--- src/rtl/simd_seq_pkg.sv ---
package simd_seq_pkg;
    localparam int NUM_CLUSTERS = 16;
    localparam int NUM_SLOTS    = 5;
    localparam int NUM_PHASES   = 4;
    localparam int CNT_W        = 16;
    localparam int PH_W         = $clog2(NUM_PHASES);
    localparam int PIX_W        = $clog2(NUM_CLUSTERS * NUM_PHASES);
    localparam int OPS_PER_SLOT = NUM_CLUSTERS * NUM_PHASES;

    typedef struct packed {
        logic                 last;
        logic [NUM_SLOTS-1:0] mask;
    } bundle_t;

    function automatic logic [CNT_W-1:0] bundle_ops(input logic [NUM_SLOTS-1:0] m);
        logic [CNT_W-1:0] n;
        n = '0;
        for (int i = 0; i < NUM_SLOTS; i++) begin
            n = n + CNT_W'(m[i]);
        end
        return n * CNT_W'(OPS_PER_SLOT);
    endfunction
endpackage

--- src/rtl/phase_ctrl.sv ---
module phase_ctrl
    import simd_seq_pkg::*;
(
    input  logic            clk,
    input  logic            rst,
    input  logic            in_valid,
    input  bundle_t         in_bundle,
    output logic            in_ready,
    output logic            busy,
    output logic [PH_W-1:0] phase,
    output logic            last_phase,
    output bundle_t         cur_bundle
);
    localparam logic [PH_W-1:0] PH_MAX = PH_W'(NUM_PHASES - 1);

    assign in_ready   = !busy;
    assign last_phase = busy && (phase == PH_MAX);

    always_ff @(posedge clk) begin
        if (rst) begin
            busy       <= 1'b0;
            phase      <= '0;
            cur_bundle <= '0;
        end else if (!busy) begin
            phase <= '0;
            if (in_valid) begin
                busy       <= 1'b1;
                cur_bundle <= in_bundle;
            end
        end else if (phase == PH_MAX) begin
            busy  <= 1'b0;
            phase <= '0;
        end else begin
            phase <= phase + 1'b1;
        end
    end

    p_accept_r2: assert property (@(posedge clk) disable iff (rst)
        (in_valid && in_ready) |=> (busy && phase == '0));
    p_phase_step_r3: assert property (@(posedge clk) disable iff (rst)
        (busy && phase != PH_MAX) |=> (busy && phase == $past(phase) + 1'b1));
    p_idle_after_r3: assert property (@(posedge clk) disable iff (rst)
        last_phase |=> !busy);
    p_hold_bundle_r4: assert property (@(posedge clk) disable iff (rst)
        (busy && phase != '0) |-> $stable(cur_bundle));
endmodule

--- src/rtl/cluster_fanout.sv ---
module cluster_fanout
    import simd_seq_pkg::*;
(
    input  logic                              busy,
    input  logic [PH_W-1:0]                   phase,
    input  logic [NUM_SLOTS-1:0]              mask,
    output logic [NUM_CLUSTERS*PIX_W-1:0]     pix_idx,
    output logic [NUM_CLUSTERS*NUM_SLOTS-1:0] slot_en
);
    for (genvar c = 0; c < NUM_CLUSTERS; c++) begin : g_cluster
        assign pix_idx[c*PIX_W +: PIX_W]       = PIX_W'(c * NUM_PHASES) + PIX_W'(phase);
        assign slot_en[c*NUM_SLOTS +: NUM_SLOTS] = busy ? mask : '0;
    end
endmodule

--- src/rtl/op_counter.sv ---
module op_counter
    import simd_seq_pkg::*;
(
    input  logic             clk,
    input  logic             rst,
    input  logic             done,
    input  bundle_t          bundle,
    output logic [CNT_W-1:0] batch_ops,
    output logic             batch_ops_valid
);
    logic [CNT_W-1:0] acc;
    logic [CNT_W-1:0] add;

    assign add = bundle_ops(bundle.mask);

    always_ff @(posedge clk) begin
        if (rst) begin
            acc             <= '0;
            batch_ops       <= '0;
            batch_ops_valid <= 1'b0;
        end else begin
            batch_ops_valid <= 1'b0;
            if (done) begin
                if (bundle.last) begin
                    batch_ops       <= acc + add;
                    acc             <= '0;
                    batch_ops_valid <= 1'b1;
                end else begin
                    acc <= acc + add;
                end
            end
        end
    end

    p_single_pulse_r9: assert property (@(posedge clk) disable iff (rst)
        batch_ops_valid |=> !batch_ops_valid);
    p_result_hold_r9: assert property (@(posedge clk) disable iff (rst)
        !batch_ops_valid |-> $stable(batch_ops));
    p_bundle_bound_r10: assert property (@(posedge clk) disable iff (rst)
        done |-> (add <= CNT_W'(NUM_SLOTS * OPS_PER_SLOT)));
endmodule

--- src/rtl/simd_cadence_top.sv ---
module simd_cadence_top
    import simd_seq_pkg::*;
(
    input  logic                              clk,
    input  logic                              rst,
    input  logic                              in_valid,
    input  logic [NUM_SLOTS-1:0]              in_mask,
    input  logic                              in_last,
    output logic                              in_ready,
    output logic                              busy,
    output logic [PH_W-1:0]                   phase,
    output logic                              bundle_done,
    output logic [NUM_CLUSTERS*PIX_W-1:0]     pix_idx,
    output logic [NUM_CLUSTERS*NUM_SLOTS-1:0] slot_en,
    output logic [CNT_W-1:0]                  batch_ops,
    output logic                              batch_ops_valid
);
    bundle_t in_b;
    bundle_t cur_b;

    assign in_b.last = in_last;
    assign in_b.mask = in_mask;

    phase_ctrl u_ctrl (
        .clk        (clk),
        .rst        (rst),
        .in_valid   (in_valid),
        .in_bundle  (in_b),
        .in_ready   (in_ready),
        .busy       (busy),
        .phase      (phase),
        .last_phase (bundle_done),
        .cur_bundle (cur_b)
    );

    cluster_fanout u_fan (
        .busy    (busy),
        .phase   (phase),
        .mask    (cur_b.mask),
        .pix_idx (pix_idx),
        .slot_en (slot_en)
    );

    op_counter u_cnt (
        .clk             (clk),
        .rst             (rst),
        .done            (bundle_done),
        .bundle          (cur_b),
        .batch_ops       (batch_ops),
        .batch_ops_valid (batch_ops_valid)
    );

    p_done_then_ready_r7: assert property (@(posedge clk) disable iff (rst)
        bundle_done |=> in_ready);
    p_idle_no_enable_r6: assert property (@(posedge clk) disable iff (rst)
        !busy |-> (slot_en == '0));
endmodule

--- config.mk ---
export PLATFORM = sky130hd
export DESIGN_NAME = simd_cadence_top
export DESIGN_NICKNAME = d
export VERILOG_FILES = /design/src/rtl/simd_seq_pkg.sv /design/src/rtl/phase_ctrl.sv /design/src/rtl/cluster_fanout.sv /design/src/rtl/op_counter.sv /design/src/rtl/simd_cadence_top.sv
export SDC_FILE = /design/constraint.sdc
export NUM_CORES = 1
export LEC_CHECK = 0
export ABC_AREA = 1
export BUFFER_PORTS_ARGS = -buffer_cell sky130_fd_sc_hd__buf_4
export CELL_PAD_IN_SITES_DETAIL_PLACEMENT = 2
export CELL_PAD_IN_SITES_GLOBAL_PLACEMENT = 2
export CORE_UTILIZATION = 20
export CTS_BUF_LIST = sky130_fd_sc_hd__clkbuf_8 sky130_fd_sc_hd__clkbuf_16
export DETAILED_ROUTE_END_ITERATION = 8
export PLACE_DENSITY_LB_ADDON = 0.1
export SLEW_MARGIN = 10
export SYNTH_ARGS = -nofsm -noshare
export SYNTH_HDL_FRONTEND = slang
export SYNTH_SLANG_ARGS = --single-unit
--- constraint.sdc ---
create_clock -name clk -period 3.8 [get_ports clk]
set_input_delay 0.76 -clock clk [delete_from_list [all_inputs] [get_ports clk]]
set_output_delay 0.76 -clock clk [all_outputs]
set_load 0.02 [all_outputs]
* Word-level counts from Yosys, hierarchy flattened *
Cells that the tools add are included.
Widths: inputs -> output; s select.

operators by class
  add/subtract/negate cells = 21
  equal/unequal tests = 1
  mux-type cells = 6
  bitwise gates (word level) = 2
  reduce and logical (&&, ||, !) cells = 6

operators by type and width
  kind                 number
  $add 10x1->10        3
  $add 5x2->6 const A  4
  $add 6x2->6 const A  4
  $add 16x16->16       1
  $mux 16              1
  $add 5x3->6 const A  2
  $add 4x2->5 const A  2
  $add 4x3->5 const A  1
  $mux 5               1
  $add 3x2->4 const A  1
  $add 3x3->4 const A  1
  $mux 1               4
  $reduce_and 2->1     2
  $reduce_or 3->1      1
  $add 1x1->2          1
  $add 2x1->2 const B  1
  $eq 2x2->1 const B   1
  $not 1->1            2
  $reduce_or 2->1      1
  $logic_and 1x1->1    1
  $logic_not 1->1      1

storage, ports and cells
  flip-flop bits (word level) = 42
  logic and storage cells = 43

* Depth between registers and ports, before layout *
Gate-level depths: netlist of the first run.

  depth in word-level cells = 6
  gate-level depth with buffers = 15

* Cells and area by module *
Synthesis of the first run repeated with hierarchy kept, for this count alone.

unflattened totals
  cells, all modules = 401
  area total of the unflattened synthesis = 2877.8 sq um

modules (own cells, without submodules)
  module          times used  cells each  area each (sq um)
  cluster_fanout  1           183         1328.8
  op_counter      1           165         1179.9
  phase_ctrl      1           53          369.1

* Worst setup path after synthesis of the first run *
OpenSTA, ideal clock, no wires.

  kind = reg2reg
  from = register u_ctrl.cur_bundle[0] (netlist bit)
  to = register u_cnt.batch_ops[10]
  data arrival time = 2709 ps
  data required time = 3685 ps
  setup slack = 976 ps
  cell stages (with the launch flop) = 13
  path buffers = 0
  period minus slack after synthesis = 2824 ps
  cells stage by stage = dfxtp_1 ha_1 inv_1 fa_1 inv_1 ha_1 fa_1 fa_1 nand3_1 nand2_1 xor2_1 o21ai_0 inv_1

on the way
  cells in the longest elaborated chain, start to end = 5

RTL lines
  element                      line                source
  start, declared              phase_ctrl.sv:12    output bundle_t cur_bundle
  start signal, assigned       phase_ctrl.sv:28    cur_bundle <= in_bundle;
  $add 1x1->2                  simd_seq_pkg.sv:19  n = n + CNT_W'(m[i]);
  $add 10x1->10 (3 in series)  simd_seq_pkg.sv:19
  $add 16x16->16               op_counter.sv:25    batch_ops <= acc + add;
  end signal, assigned         op_counter.sv:25
  end, declared                op_counter.sv:8     output logic [CNT_W-1:0] batch_ops,

No other way between the ends.
A chain may end at the register's enable or synchronous reset.

* Worst setup path after layout of the first run *
Ends and elaborated chain as after synthesis.

==> metrics.cfg, run 1 <==
[status]
status = complete, no violations

[layout]
antenna_cells = 0
fin_nets = 428
multi_input_area_um2 = 987
syn_to_final_growth_pct = 11.0
final_layout_size_suffix_gt1_share_pct = 36.0
seqCellArea_um2 = 601
fillCellCount = 1625

[worst_setup_path]
critPathMaxFanout = 3
cp-start-kind = flop
crit_arrival_ns = 3.17
setup.worst_path.end_class = flop
setup.worst_path.class = reg -> reg
cp.required_ns = 3.97

[yosys]
syn_inst = 380
synth_top_area_cell = buf_4
synth-seq-cells = 30
syn_avg_cell_area_um2 = 7.37
synthTopCellsByArea = buf_4 47%, dfxtp_1 21%, nand2_1 8.0%
post_synth_instance_area_mm2 = 0.00280
ys_warn_count = 0
synth_seq_area_share_pct = 21.5
synth_edf_count = 0
yosysTopAreaCellShare_pct = 47.5
synthDistinctLibCells = 24
synth_most_common_cell = buf_4
yosys-top-cells-count = 177 x buf_4, 60 x nand2_1, 30 x dfxtp_1
synth_top_flop_cell = dfxtp_1
synth-async-reset-ratio_pct = 0

[drt]
wl_per_cell_um = 11.7
viasPerCell = 3.44
dr.first_iter.drc_count = 24
drt_wl_total_um = 6860
ant_nets = 0
via_count = 2018
post-route-drc-count = 0
drtPass1Iterations = 2

[placement]
gp_congestion = 0.719
hpwl_um = 5430
place.port_buffers = 136

[power]
p_leak_nw = 1.75
powerDensity_mw_per_mm2 = 353
worst_ir_drop_vdd_mv = 0.157
total_power_mw = 1.10

[clocking]
cts_max_level = 2
clkLatencyLatePin_ns = 0.28
cts_buffers = 5
cts_resized = 0
cts_sinks = 30
hold_buffers = 0
clk_pin_slew_worst_paths_ns = 0.05
ctsLongestPathBuffers = 2
cts_tree = yes
post-cts-setup-buffer-count = 0
root_buffer = clkbuf_16

[timing]
whs_ns = 0.466
min_period_over_period_pct = 79.0
worst_slew_pin_slew_ns = 0.572
setup_violations = 0
slew_violations = 0
clock_skew_ns = 0.0128
maxSlewHeadroom_pct = 61.8
max_freq_mhz = 333
fin_crit_ns = 3.00
hold_violations = 0
finalSetupTns_ns = 0
grt_setup_unrepaired = false

[global_route]
grt_max_degree = 20
grt_pass1_wl_um = 9980
grt_pass1_vias = 1848
antenna_found_initial = 0
grt.overflow.total = 0
track_usage_pct = 8.79

[run]
cap_viol_max_count = 0

[worst_hold_path]
holdCritPathClass = reg -> reg

[floorplanning]
ios = 207
initial_core_util_pct = 20.8
die_area_mm2 = 0.0145
rows = 42
die_w_um = 120
fp.dieH_um = 120
coreArea_mm2 = 0.0135

[flip-flops by register name, summed over array words and instances (netlist names)]
name,flops
u_cnt.batch_ops_valid,1
u_cnt.acc,10
u_ctrl.busy,1
u_cnt.batch_ops,10
u_ctrl.cur_bundle,6
u_ctrl.phase,2
[where the power goes]
group | switching, mW | internal [mW] | leakage [nW]
clock | 0.144 | 0.304 | 0.0864
combinational | 0.213 | 0.0987 | 1.42
sequential | 0.0137 | 0.323 | 0.243
total | 0.370 | 0.726 | 1.75
[metrics by stage]
step                std cells  area, µm²  setup slack, ns  utilization [%]
floorplan                 448       3050            0.976                -
global placement          579       2940            0.840             21.9
detailed placement        579       2940            0.786             21.9
CTS                       587       3110            0.771             23.1
global route              587       3110            0.573             23.1
finish                    587       3110            0.798             23.1
[cell type report]
type	count	share of cell area (%)
sequential	30	19.3
clock buffer	5	4.03
timing repair buffer	136	32.9
inverter	30	3.71
multi-input combinational	207	31.8
tap	176	7.09
clock inverter	3	1.21
[path summary, 6_finish.rpt]
path                                           start  depth (start not counted)  slack, ns                  end
worst max-delay path            u_ctrl.cur_bundle[0]                         12       0.80  u_cnt.batch_ops[10]
worst min-delay path              u_cnt.batch_ops[6]                          2       0.47   u_cnt.batch_ops[6]
worst max register to register  u_ctrl.cur_bundle[0]                         12       0.80  u_cnt.batch_ops[10]
worst min register to register    u_cnt.batch_ops[6]                          2       0.47   u_cnt.batch_ops[6]
[layout by cell type (no fill, tap or decap)]
cell,netlist,routed
a21oi_1,14,14
nand2_1,60,60
nand3_1,13,13
conb_1,2,70
a21oi_2,1,1
nand3b_1,1,1
bufinv_16,0,1
dfxtp_1,30,30
nand2_2,1,1
o21ai_0,10,10
o211ai_1,1,1
o21a_1,6,6
nor2_1,15,15
inv_4,1,1
clkbuf_16,0,5
fa_1,3,3
inv_1,28,30
inv_2,1,1
nor2_2,1,1
nand4_1,2,2
xor2_1,2,2
ha_1,6,6
buf_4,177,136
nand2_4,1,1
[critical path, cell delays in order, from the launching register on]
cell and delay [ns]:
dfxtp_1 0.32, ha_1 0.27, inv_1 0.04, fa_1 0.48, inv_1 0.05, ha_1 0.18
fa_1 0.49, fa_1 0.47, nand3_1 0.11, nand2_1 0.11, xor2_1 0.17, o21ai_0 0.16
inv_1 0.05
[routing by layer]
metal  vias up  global-route usage (%)  wire length (µm)  share of wire (%)
li1        980                       -                 -                  -
met5         -                       0                 0                  0
met3         2                    2.45               578                8.4
met2        99                    16.3              3500                 51
met4         0                    1.62                31               0.45
met1       937                    9.97              2750                 40
[cells by family after synthesis]
logic type,after synthesis,share of synthesized area [%]
and+or+nand+nor,94,13.9
adders and majority gates,9,4.83
xor gates and xnor gates,2,0.626
other,2,0.268
buffers and inverters,211,52.4
DFF,30,21.5
AOI/OAI and AO/OA,32,6.48
(Power assumes the default switching activity.)
==> inputs of run 2 (changes only) <==
CORE_UTILIZATION = 18   (was 20)
clock period = 2.7 ns   (was 3.8 ns; I/O delays follow)
==> run 2 against run 1 <==
Effect of this change:
- the run now ends with negative setup slack left
- count of clock-buffer cells in the layout did not move
- hold slack improved by 0.013 ns
- combinational power rose by 56%
- sequential power rose by 39%
- first-iteration DRC count rose by 29%
- power rose by 37%
- critical path depth rose by 2
- die area rose by 11%
- clock skew fell by 0.0050 ns
- sequential share of layout area fell by 1.6 points
- critical endpoint is now u_cnt.acc[12]
- largest power group unchanged
==> metrics.cfg, run 2 (synthesis results as in run 1) <==
[timing]
grt_setup_unrepaired = true
maxSlewHeadroom_pct = 60.0  ; -1.8 points
fin_crit_ns = 2.84  ; -0.165 ns
min_period_over_period_pct = 105  ; +26 points
slew_violations = 0  ; unchanged
max_freq_mhz = 352  ; +5.8%
worst_slew_pin_slew_ns = 0.599  ; +0.0275 ns
worst_slack_ns = -0.137  ; -0.935 ns
setup_violations = 16  ; +16
hold_violations = 0  ; unchanged
clock_skew_ns = 0.00782  ; -0.00500 ns

[power]
p_seq_share_pct = 31.3  ; +0.6 points
p_sw_mw = 0.548  ; +48%
internal_power_mw = 0.952  ; +31%
p_leak_nw = 1.83  ; +4.0%
clkPwrFrac_pct = 36.3  ; -4.6 points
worst_ir_drop_vdd_mv = 0.193  ; +23%
p_comb_share_pct = 32.3  ; +3.9 points
switching_share_pct = 36.5  ; +2.8 points
powerDensity_mw_per_mm2 = 441  ; +25%

[global_route]
track_usage_pct = 8.68  ; -0.11 points
grt_pass1_vias = 1983  ; +7.3%
grt.busiest_layer = met2
use_met2_pct = 16.4  ; +0.10 points
grt_pass1_wl_um = 10900  ; +9.4%
grt_max_degree = 19  ; -5.0%
grtUsageMet3_pct = 2.83  ; +0.37 points
grt.overflow.total = 0  ; unchanged
antenna_found_initial = 0  ; unchanged
gr-usage-met1_pct = 9.55  ; -0.42 points

[worst_setup_path]
critPathMaxFanout = 3  ; unchanged
setup.worst_path.class = reg -> reg
reg2reg_slack_ns = -0.14  ; -0.94 ns
cp-start-kind = flop
setup.worst_path.end_class = flop
cp.required_ns = 2.92  ; -1.05 ns
crit_arrival_ns = 3.06  ; -0.11 ns

[floorplanning]
coreArea_mm2 = 0.0152  ; +13%
fp.dieH_um = 127  ; +5.3%
rows = 45  ; +7.1%
initial_core_util_pct = 18.4  ; -2.4 points
ios = 207  ; unchanged
die_area_mm2 = 0.0161  ; +11%
die_w_um = 127  ; +5.3%

[drt]
wl_per_cell_um = 12.0  ; +2.5%
dr.first_iter.drc_count = 31  ; +29%
ant_nets = 0  ; unchanged
drtPass1Iterations = 3  ; +1
via_count = 2086  ; +3.4%
drt_wl_total_um = 7310  ; +6.6%
post-route-drc-count = 0  ; unchanged
viasPerCell = 3.41  ; -0.69%

[layout]
largest_registers = u_cnt.acc: 10 flops, u_cnt.batch_ops: 10 flops, u_ctrl.cur_bundle: 6 flops
syn_to_final_growth_pct = 21.6
fin_nets = 441  ; +3.0%
fillCellCount = 1793  ; +10%
final_common_cell = buf_4
mostFrequentLayoutCells = 147 x buf_4, 70 x conb_1, 44 x nand2_1
antenna_cells = 0  ; unchanged
final_layout_size_suffix_gt1_share_pct = 48.0  ; +12 points
finish.utilization_pct = 22.4  ; -0.71 points
instances_no_fill = 611  ; +4.1%

[clocking]
cts_buffers = 5  ; unchanged
cts_sinks = 30  ; unchanged
clkLatencyLatePin_ns = 0.28  ; about the same
ctsLongestPathBuffers = 2  ; unchanged
cts_max_level = 2  ; unchanged
cts_tree = yes
root_buffer = clkbuf_16
clk_pin_slew_worst_paths_ns = 0.06  ; about the same

[worst_hold_path]
holdCritPathClass = reg -> reg

[placement]
dp.cells = 604  ; +4.3%
gp_congestion = 0.655  ; -8.9%
place.port_buffers = 136  ; unchanged
hpwl_um = 5770  ; +6.3%

[run]
cap_viol_max_count = 0  ; unchanged

[status]
violations = negative setup slack
status = complete, but fails checks

## run 2: cell types whose count changed in the layout (fill, tap and decap cells not counted), sizes merged
cell    before  now
buf        136  149
inv         32   30
clkinv       0    2
bufinv       1    0
## run 2: through the flow
stage | power [mW] | hold WS, ns | area [µm²] | TNS [ns] | setup WS [ns]
after floorplan | 0.937 | 0.450 | 3070 | 0 | 0.00852
after global placement | 0.938 | 0.460 | 3070 | -1.67 | -0.146
after detailed placement | 0.941 | 0.472 | 3070 | -2.46 | -0.208
after CTS | 1.52 | 0.489 | 3290 | -1.49 | -0.132
after global routing | 1.58 | 0.505 | 3400 | -3.14 | -0.255
final | 1.50 | 0.479 | 3400 | -1.21 | -0.137
## run 2: area by class of cell
class                   instances  area (µm²)  area share (%)
multi-input cells             207        1190            34.9
repair buffers                149        1130            33.1
flip-flops and latches         30         603            17.7
well taps                     188         235            6.91
clock buffers                   5         125            3.68
inverters                      30         115            3.38
clock inverters                 2        10.0           0.294
## run 2: path summary, 6_finish.rpt
kind | startpoint | endpoint | cells after the start
max | u_ctrl.cur_bundle[1] | u_cnt.acc[12] | 14
min | u_cnt.batch_ops[7] | u_cnt.batch_ops[7] | 2
max reg2reg | u_ctrl.cur_bundle[1] | u_cnt.acc[12] | 14
min reg2reg | u_cnt.batch_ops[7] | u_cnt.batch_ops[7] | 2
## run 2: per-layer routing
| metal | share of wire, % | up-vias |
|---|---|---|
| li1 | - | 1004 |
| met5 | 0 | - |
| met2 | 52 | 101 |
| met4 | 0.40 | 0 |
| met3 | 7.2 | 4 |
| met1 | 40 | 977 |
## run 2: worst max-delay path, cell delays in order, from the launching register on
cell     delay [ns]
dfxtp_2        0.33
ha_4           0.26
inv_2          0.03
fa_1           0.49
inv_2          0.05
ha_4           0.15
fa_2           0.51
fa_2           0.40
nand2_2        0.08
nand2_2        0.06
nand3_2        0.07
nand2_2        0.05
nand2_2        0.10
nand2_2        0.05
a21oi_2        0.15
## run 2: power groups by stage
stage / registers [mW] / clock network [mW] / logic [mW]
after global routing: 0.472 / 0.593 / 0.518
final: 0.469 / 0.545 / 0.485
after global placement: 0.476 / 0 / 0.461
after detailed placement: 0.477 / 0 / 0.464
after floorplan: 0.482 / 0 / 0.455
after CTS: 0.469 / 0.573 / 0.473
## run 2: what timing repair did
item                       4_1_cts  5_1_grt
setup endpoints to repair       17       17
pin swaps                        6       11
setup buffers                    0        0
gates resized for setup         19       26
hold buffers                     0        0
==> inputs of run 3 (changes only) <==
CTS_CLUSTER_SIZE = 25   (was default)
TNS_END_PERCENT = 30   (was default)
==> run 3 against run 2 <==
Effect of this change:
- the flow still finishes with violations (negative setup slack)
- combinational power down 2%
- maximum frequency up 0.99%
- wire length down 3.8%
- largest cell class unchanged
- critical path type unchanged
- clock skew down 0.0032 ns
==> metrics.cfg, run 3 (synthesis results as in run 1) <==
[status]
status = complete, but fails checks
violations = negative setup slack

[clocking]
ctsLongestPathBuffers = 2  ; unchanged
cts_tree = yes
cts_max_level = 2  ; unchanged
clkLatencyLatePin_ns = 0.27  ; about the same
root_buffer = clkbuf_16
clk_pin_slew_worst_paths_ns = 0.05  ; about the same
cts_buffers = 5  ; unchanged
cts_sinks = 30  ; unchanged

[worst_setup_path]
reg2reg_to = u_cnt.batch_ops[14]
slowest_delay_ns = 0.49  ; -0.02 ns
crit_arrival_ns = 2.98  ; -0.08 ns
cp.required_ns = 2.87  ; -0.05 ns
crit_slowest_cell = fa_2
worstSetupEndpoint = u_cnt.batch_ops[14]
critPathMaxFanout = 3  ; unchanged
reg2reg_slack_ns = -0.11  ; +0.03 ns
reg2reg_from = u_ctrl.cur_bundle[1]
cp-start-kind = flop
setup.worst_path.class = reg -> reg
setup.worst_path.end_class = flop
worstRegToRegCells = 13  ; -1
crit_path_start = u_ctrl.cur_bundle[1]
crit_path_cell_trace = ha_4 -> inv_2 -> fa_1 -> inv_1 -> ha_2 -> fa_2 -> fa_2 -> nand3_2 -> nand2_4 -> nand3b_1 -> nand2_2 -> o21ai_2 -> inv_1

[timing]
grt_setup_unrepaired = true
setup_violations = 15  ; -1
hold_violations = 0  ; unchanged
worst_slack_ns = -0.109  ; +0.0279 ns
slew_violations = 0  ; unchanged
clock_skew_ns = 0.00463  ; -0.00319 ns
worst_slew_pin_slew_ns = 0.542  ; -0.0568 ns
max_freq_mhz = 356  ; +0.99%
maxSlewHeadroom_pct = 63.8  ; +3.8 points
min_period_over_period_pct = 104  ; -1.0 points
fin_crit_ns = 2.81  ; -0.0279 ns
finalSetupTns_ns = -0.790  ; +0.423 ns

[global_route]
antenna_found_initial = 0  ; unchanged
grt_pass1_wl_um = 10500  ; -3.7%
grt_pass1_vias = 1948  ; -1.8%
grt.overflow.total = 0  ; unchanged
track_usage_pct = 8.32  ; -0.36 points
grt_max_degree = 19  ; unchanged

[drt]
drt_wl_total_um = 7040  ; -3.8%
post-route-drc-count = 0  ; unchanged
ant_nets = 0  ; unchanged
via_count = 2110  ; +1.2%
viasPerCell = 3.46  ; +1.5%
dr.first_iter.drc_count = 25  ; -19%
wl_per_cell_um = 11.6  ; -3.4%
drtPass1Iterations = 3  ; unchanged

[placement]
hpwl_um = 5470  ; -5.1%
gp_congestion = 0.687  ; +4.9%
place.port_buffers = 136  ; unchanged
dp.cells = 601  ; -0.50%

[layout]
fin_nets = 438  ; -0.68%
final_common_cell = buf_4
mostFrequentLayoutCells = 146 x buf_4, 70 x conb_1, 48 x nand2_1
syn_to_final_growth_pct = 20.0
antenna_cells = 0  ; unchanged
instances_no_fill = 609  ; -0.33%
final_layout_size_suffix_gt1_share_pct = 45.8  ; -2.1 points
largest_registers = u_cnt.acc: 10 flops, u_cnt.batch_ops: 10 flops, u_ctrl.cur_bundle: 6 flops

[floorplanning]
coreArea_mm2 = 0.0152  ; unchanged
initial_core_util_pct = 18.4  ; unchanged
ios = 207  ; unchanged
rows = 45  ; unchanged
die_w_um = 127  ; unchanged
die_area_mm2 = 0.0161  ; unchanged
fp.dieH_um = 127  ; unchanged

[power]
worst_ir_drop_vdd_mv = 0.182  ; -5.5%
p_leak_nw = 1.80  ; -1.3%
powerDensity_mw_per_mm2 = 467  ; +5.9%

[run]
cap_viol_max_count = 0  ; unchanged

[worst_hold_path]
min_path_cells = 2  ; unchanged
holdCritPathClass = reg -> reg

run 3: changes by cell type in the layout (fill, tap and decap cells not counted), sizes merged:
cell | previous run | this run
clkbuf | 5 | 8
clkinv | 2 | 0
buf | 149 | 146
run 3: worst min-delay path by stage:
stage / slack, ns / end / startpoint
detailed placement: 0.47 / u_cnt.batch_ops[7] / u_cnt.batch_ops[7]
floorplan: 0.45 / u_cnt.acc[6] / u_cnt.acc[6]
CTS: 0.48 / u_cnt.batch_ops[7] / u_cnt.batch_ops[7]
finish: 0.47 / u_cnt.batch_ops[7] / u_cnt.batch_ops[7]
global placement: 0.46 / u_cnt.batch_ops[7] / u_cnt.batch_ops[7]
global route: 0.50 / u_cnt.batch_ops[7] / u_cnt.batch_ops[7]
run 3: layout make-up:
type,instances,area [µm²]
inverter,30,115
sequential,30,603
clock buffer,8,166
fill,1819,11800
tap,188,235
timing repair buffer,146,1100
multi-input combinational,207,1140
run 3: per-layer routing:
metal	global-route usage [%]	routed length, µm	up-vias
met1	8.82	2740	1003
met4	1.89	80	0
met5	0	0	-
met3	2.15	499	8
met2	16.3	3720	102
li1	-	-	997
run 3: report_power, final:
part	switching (mW)	internal, mW
clock network	0.205	0.417
logic	0.316	0.159
registers	0.0138	0.455
total	0.535	1.03
run 3: metrics by stage:
| stage | cell area (µm²) | hold slack, ns | worst slack (ns) | total power [mW] | util [%] |
|---|---|---|---|---|---|
| 5_1_grt | 3360 | 0.501 | -0.223 | 1.65 | 22.1 |
| 3_5_place_dp | 3050 | 0.466 | -0.227 | 0.944 | 20.0 |
| 3_3_place_gp | 3050 | 0.459 | -0.182 | 0.940 | 20.0 |
| 6_report | 3360 | 0.471 | -0.109 | 1.57 | 22.1 |
| 2_1_floorplan | 3070 | 0.450 | -0.000401 | 0.937 | - |
| 4_1_cts | 3280 | 0.476 | -0.167 | 1.59 | 21.6 |
run 3: repair_timing:
action / 4_1_cts / 5_1_grt
setup buffers: 0 / 0
pin swaps: 9 / 11
setup endpoints to repair: 16 / 18
hold buffers: 0 / 0
gates resized for setup: 14 / 19
run 3: worst max-delay path: cells and delay by family, from the launching register on:
family                     cells  cell delay (ns)
adders and majority gates      5             1.79
DFF                            1             0.33
and+or+nand+nor                4             0.33
AOI/OAI and AO/OA              1             0.13
buffers and inverters          3             0.12
